==> src/rtl/phy_pwr_seq.sv <==
module phy_pwr_seq #(
  parameter int TICKS_PER_POLL = 10,
  parameter int MAX_POLLS      = 100,
  parameter int CM_W           = 9,
  parameter int CN_W           = 6,
  parameter int CO_W           = 4,
  parameter int CM_MIN         = 16,
  parameter int CM_MAX         = 255,
  parameter int CN_MIN         = 1,
  parameter int CN_MAX         = 32,
  parameter int CO_MIN         = 1,
  parameter int CO_MAX         = 8,
  parameter logic [7:0] TEST_CODE = 8'h25,
  localparam int AW = $clog2(MAX_POLLS + 1),
  localparam int TW = (TICKS_PER_POLL > 1) ? $clog2(TICKS_PER_POLL) : 1
) (
  input  logic            clk,
  input  logic            rst_n,
  input  logic            us_tick,
  input  logic            cmd_init,
  input  logic            cmd_on,
  input  logic            cmd_off,
  input  logic            cmd_exit,
  input  logic            pll_lock,
  input  logic [CM_W-1:0] cm_in,
  input  logic [CN_W-1:0] cn_in,
  input  logic [CO_W-1:0] co_in,
  output logic            pll_pd,
  output logic            phy_pd,
  output logic            rst_release,
  output logic            ld_timing,
  output logic            ld_bypass_clr,
  output logic            ld_test,
  output logic [7:0]      test_value,
  output logic            ld_div,
  output logic [CM_W-1:0] cm_code,
  output logic [CN_W-1:0] cn_code,
  output logic [CO_W-1:0] co_code,
  output logic            busy,
  output logic            done,
  output logic            err,
  output logic [AW-1:0]   attempts
);

  typedef enum logic [2:0] {
    S_IDLE, S_TIM, S_BYP, S_TST, S_DIV, S_POLL, S_REL
  } state_t;

  state_t        state;
  logic [TW-1:0] tcnt;
  logic          div_ok;

  assign div_ok = (cm_in >= CM_W'(CM_MIN)) && (cm_in <= CM_W'(CM_MAX)) &&
                  (cn_in >= CN_W'(CN_MIN)) && (cn_in <= CN_W'(CN_MAX)) &&
                  (co_in >= CO_W'(CO_MIN)) && (co_in <= CO_W'(CO_MAX));

  assign busy          = (state != S_IDLE);
  assign ld_timing     = (state == S_TIM);
  assign ld_bypass_clr = (state == S_BYP);
  assign ld_test       = (state == S_TST);
  assign ld_div        = (state == S_DIV) && div_ok;
  assign test_value    = TEST_CODE;

  always_ff @(posedge clk or negedge rst_n) begin
    if (!rst_n) begin
      state       <= S_IDLE;
      tcnt        <= '0;
      pll_pd      <= 1'b1;
      phy_pd      <= 1'b1;
      rst_release <= 1'b0;
      cm_code     <= '0;
      cn_code     <= '0;
      co_code     <= '0;
      attempts    <= '0;
      done        <= 1'b0;
      err         <= 1'b0;
    end else begin
      done <= 1'b0;
      err  <= 1'b0;
      unique case (state)
        S_IDLE: begin
          if (cmd_off) begin
            pll_pd      <= 1'b1;
            phy_pd      <= 1'b1;
            rst_release <= 1'b0;
            done        <= 1'b1;
          end else if (cmd_init) begin
            pll_pd      <= 1'b1;
            phy_pd      <= 1'b1;
            rst_release <= 1'b0;
            state       <= S_TIM;
          end else if (cmd_on) begin
            pll_pd   <= 1'b0;
            attempts <= '0;
            tcnt     <= '0;
            state    <= S_POLL;
          end else if (cmd_exit) begin
            cm_code <= '0;
            cn_code <= '0;
            co_code <= '0;
            done    <= 1'b1;
          end
        end
        S_TIM: state <= S_BYP;
        S_BYP: state <= S_TST;
        S_TST: state <= S_DIV;
        S_DIV: begin
          if (div_ok) begin
            cm_code <= cm_in;
            cn_code <= cn_in;
            co_code <= co_in;
            done    <= 1'b1;
          end else begin
            err <= 1'b1;
          end
          state <= S_IDLE;
        end
        S_POLL: begin
          if (us_tick) begin
            if (tcnt == TW'(TICKS_PER_POLL - 1)) begin
              tcnt     <= '0;
              attempts <= attempts + 1'b1;
              if (pll_lock) begin
                phy_pd <= 1'b0;
                state  <= S_REL;
              end else if (attempts == AW'(MAX_POLLS - 1)) begin
                pll_pd <= 1'b1;
                err    <= 1'b1;
                state  <= S_IDLE;
              end
            end else begin
              tcnt <= tcnt + 1'b1;
            end
          end
        end
        S_REL: begin
          rst_release <= 1'b1;
          done        <= 1'b1;
          state       <= S_IDLE;
        end
        default: state <= S_IDLE;
      endcase
    end
  end

endmodule

==> config.mk <==
export PLATFORM = sky130hd
export DESIGN_NAME = phy_pwr_seq
export DESIGN_NICKNAME = d
export VERILOG_FILES = /design/src/rtl/phy_pwr_seq.sv
export SDC_FILE = /design/constraint.sdc
export NUM_CORES = 1
export LEC_CHECK = 0
export CAP_MARGIN = 5
export CORE_MARGIN = 2
export CORE_UTILIZATION = 42
export CTS_CLUSTER_SIZE = 24
export DETAILED_ROUTE_END_ITERATION = 8
export DONT_BUFFER_PORTS = 1
export GPL_ROUTABILITY_DRIVEN = 0
export REMOVE_ABC_BUFFERS = 1
export SLEW_MARGIN = 20
export SYNTH_ARGS = -nofsm -noshare
export SYNTH_HDL_FRONTEND = slang
export SYNTH_SLANG_ARGS = --single-unit
==> constraint.sdc <==
create_clock -name clk -period 5.4 [get_ports clk]
set_input_delay 1.08 -clock clk [delete_from_list [all_inputs] [get_ports clk]]
set_output_delay 1.08 -clock clk [all_outputs]
set_load 0.005 [all_outputs]
Word-level counts from Yosys, hierarchy flattened
Cells that the tools add are included.
{"block": "totals", "register_bits": 38, "latch_bits": 0, "ramBits": 0, "rom_bits": 0, "output_inout_bits": 44, "elab_cells": 127, "mem_count": 0}
{"block": "op_classes", "add_sub_neg": 2, "n_mul": 0, "div_mod_pow": 0, "order_cmp": 6, "eq_ne": 23, "shifts": 0, "mux": 67, "bitwise_logic": 0, "n_reduce_logical": 18}
{"op": "two-way mux 9 bit", "n": 5}
{"op": "two-way mux 4 bit", "n": 10}
{"op": "two-way mux 7 bit", "n": 5}
{"op": "two-way mux 6 bit", "n": 5}
{"op": "two-way mux 1 bit", "n": 24}
{"op": "inequality test 2 bit (second input constant)", "n": 11}
{"op": "two-way mux 3 bit", "n": 7}
{"op": "case mux 9 bit (2 select lines)", "n": 1}
{"op": "AND reduction 6 bit", "n": 3}
{"op": "case mux 4 bit (2 select lines)", "n": 2}
{"op": "case mux 3 bit (5 select lines)", "n": 1}
{"op": "AND reduction 5 bit", "n": 3}
{"op": "case mux 7 bit (2 select lines)", "n": 1}
{"op": "case mux 6 bit (2 select lines)", "n": 1}
{"op": "== test 3 bit (second input constant)", "n": 3}
{"op": "greater-or-equal comparator 9 x 5 -> 1 bit (second input constant)", "n": 1}
{"op": "less-or-equal comparator 9 x 8 -> 1 bit (second input constant)", "n": 1}
{"op": "inequality test 3 bit (second input constant)", "n": 3}
{"op": "case mux 1 bit (2 select lines)", "n": 4}
{"op": "adder 7 x 1 -> 7 bit (second input constant)", "n": 1}
{"op": "== test 7 bit (second input constant)", "n": 1}
{"op": "== test 3 x 2 -> 1 bit (second input constant)", "n": 2}
{"op": "greater-or-equal comparator 6 x 1 -> 1 bit (second input constant)", "n": 1}
{"op": "less-or-equal comparator 6 bit (second input constant)", "n": 1}
{"op": "12 further kinds", "n": 19}

Longest topological paths before layout
{"block": "depth", "ltp_word": 8, "depth_mapped": 7, "depth_no_buf": 6}

Worst setup path before layout
No wires, ideal clock.
{"block": "synth_timing", "path_kind": "input to output", "from": "input cn_in[4]", "to": "output ld_div", "t_arrival_ns": 2.359, "slack_ns": 1.961, "path_stages": 5, "path_cell_list": "or4_1 -> or3_1 -> and4_1 -> buf_6 -> buf_12"}
{"block": "synth_via", "elab_chain_cells": 6, "word_cells_on_any_way": 7}
{"item": "start, declared", "line_no": "26", "text": "input logic [CN_W-1:0] cn_in,"}
{"item": "greater-or-equal comparator 6 x 1 -> 1 bit", "line_no": "54", "text": "(cn_in >= CN_W'(CN_MIN)) && (cn_in <= CN_W'(CN_MAX)) &&"}
{"item": "logical AND 1 bit", "line_no": "53", "text": "assign div_ok = (cm_in >= CM_W'(CM_MIN)) && (cm_in <= CM_W'(CM_MAX)) &&"}
{"item": "logical AND 1 bit (*) (2 in series)", "line_no": "54"}
{"item": "logical AND 1 bit (*)", "line_no": "55", "text": "(co_in >= CO_W'(CO_MIN)) && (co_in <= CO_W'(CO_MAX));"}
{"item": "logical AND 1 bit (*)", "line_no": "61", "text": "assign ld_div = (state == S_DIV) && div_ok;"}
{"item": "end, declared", "line_no": "35", "text": "output logic ld_div,"}
Mark *: on every way between the ends. The rest lies on a longest branch, timed or not.

Final worst setup path
Ends and elaborated chain as after synthesis.

==> run metrics <==
status=complete, no violations; GRT busiest layer=met2; antenna-violating nets left=0; grt ovf=0; async set-reset flop share out of synthesis=100%; post-synthesis sequential area ratio=46.0%; HP Class=in2async; # fillers=492; startpoint types=primary input; Nets=248; YS warnings=0; detailed placement HPWL=3210 um; CTS H-tree depth=2; Tcrit/Tclk final=61.2%; DRC Markers=0; CTS tree=done; Vias=1531; most frequent cells in the layout=dfrtp_1 (36), nand2_1 (33), inv_1 (21); Synth Register Bits=38; DR vias/cell=5.35; DIE AREA=5510 um2; share of layout cells above drive strength 1=6.39%; initial antenna violation count=0; Post-synth top flop=dfrtp_1; hold buffers post-CTS=0; mapped cell area=2070 um2; Req. time, crit path=4.32 ns; antenna cells=0; Final setup viols=0; Setup CP Type=in2out; clk_lat worst skew=0.29 ns; dpl cells=278; Tot GR Track Use=17.4%; fin area=2130 um2; final WL=4440 um; crit path DAT=2.23 ns; max cap viols=0; clk root buf=clkbuf_8; VDD IR max=0.167 mV; cts repair resizes=0; Leak=0.970 nW; first-pass GRT wire length=7220 um; Worst Path Max Fanout=2; Die W=74.3 um; Syn Inst Count=222; Synth cell types=40; CTS Buf Count=5; minimum clock period=3.31 ns; register area=953 um2; commonest non-fill, non-tap cell in the layout=dfrtp_1; largest net degree at the start of global routing=39; crit path capture type=primary output; pwr/cell area=425 nW/um2; final hold violations=0; vias in the first global route=1490; Worst slew margin=58.0%; number of DRC markers in iteration 0=144; Routed wire per std cell=15.5 um; area occupied by multi-input gates=926 um2; Max Slew Vio Count=0; clk_skew=0.0115 ns; core area=4750 um2; FP Rows=25; setup TNS=0 ns; unrepaired setup endpoints after global routing=false; total setup buffers inserted after CTS=0; drt first pass iters=4; syn_area_per_cell=9.34 um2; Die Y=74.3 um; GR Util met3=6.50%; Ports=71; Fmax=303 MHz; worst-margin pin slew=0.621 ns; CTS sink cnt=38; input/output buffers=0; EDFF count, synth=0; M1 GR Usage=23.4%; fin cells=286; Cell Area, Placed=2050 um2; Clock Tree Buf Depth=2; met2 Resource Use GR=26.1%; Reg2Reg Setup Slack=3.37 ns; Synth-to-Final Area Change=2.90%; clk slew on worst S/H paths=0.08 ns; Starting Density=43.6%
Yosys cell counts (2+ instances only):
cell	n	area, um2
dfrtp_1	36	901
nand2_1	33	124
inv_1	21	78.8
nor2_1	20	75.1
mux2i_1	19	190
buf_4	8	60.1
o21ai_0	8	40.0
clkbuf_1	7	26.3
nand3_1	6	30.0
a21oi_1	5	25.0
nor3_1	5	25.0
xnor2_1	5	43.8
nor4_1	4	25.0
a31oi_1	3	18.8
ha_1	3	37.5
o31ai_1	3	22.5
or3_1	3	18.8
or4_1	3	22.5
and3b_1	2	17.5
buf_12	2	40.0
conb_1	2	7.51
dfstp_2	2	52.6
nand3b_1	2	15.0
nand4_1	2	12.5
nor3b_1	2	15.0
o211ai_1	2	15.0
report_power, final:
| part | internal (mW) | switching, mW | total, mW | leakage [nW] |
|---|---|---|---|---|
| logic | 0.0960 | 0.115 | 0.211 | 0.428 |
| clock network | 0.0914 | 0.100 | 0.192 | 0.0385 |
| registers | 0.388 | 0.117 | 0.505 | 0.503 |
per-stage QoR:
stage          hold WS, ns  total power, mW  utilization (%)  setup WS [ns]
5_1_grt              0.452            0.977             44.9           2.04
3_3_place_gp         0.503            0.713             43.1           2.12
6_report             0.472            0.907             44.9           2.09
4_1_cts              0.462            0.917             44.9           2.09
2_1_floorplan        0.472            0.653                -           1.73
3_5_place_dp         0.501            0.722             43.1           2.09
flip-flops by register name, indices dropped and copies added, names as in the netlist:
name	count
cm_code	9
attempts	7
cn_code	6
co_code	4
tcnt	4
state	3
done	1
err	1
phy_pd	1
pll_pd	1
rst_release	1
critical path, stage by stage:
cell	delay, ns
or4_1	0.56
or3_1	0.35
and4_1	0.23
layout make-up:
class	instances	area share [%]
repair buffers	1	0.352
clock inverters	1	0.352
flip-flops and latches	38	44.7
multi-input cells	151	43.4
well taps	67	3.93
inverters	21	3.70
clock buffers	7	3.58
layer usage:
layer  up-vias  share of wire (%)
li1        734                  -
met2        59                 45
met4         0                1.4
met1       731                 44
met5         -                  0
met3         7                9.1
final timing paths:
check | from | end | cells after the start
max | cn_in[4] | ld_div | 3
min | rst_n | state[0] | 0
max reg2reg | state[2] | co_code[1] | 4
min reg2reg | phy_pd | phy_pd | 1
max in group asynchronous | rst_n | phy_pd | 0
min in group clk | phy_pd | phy_pd | 1
cells by family after synthesis:
kind of cell / count (synthesis) / share of synthesized area [%]
xor+xnor: 5 / 2.11
mux: 20 / 9.72
flops: 38 / 46.0
compound gates: 27 / 8.57
other cells: 2 / 0.362
fa+ha+maj: 3 / 1.81
buf+inv: 39 / 10.4
simple gates: 88 / 21.0
(Power assumes the default switching activity.)
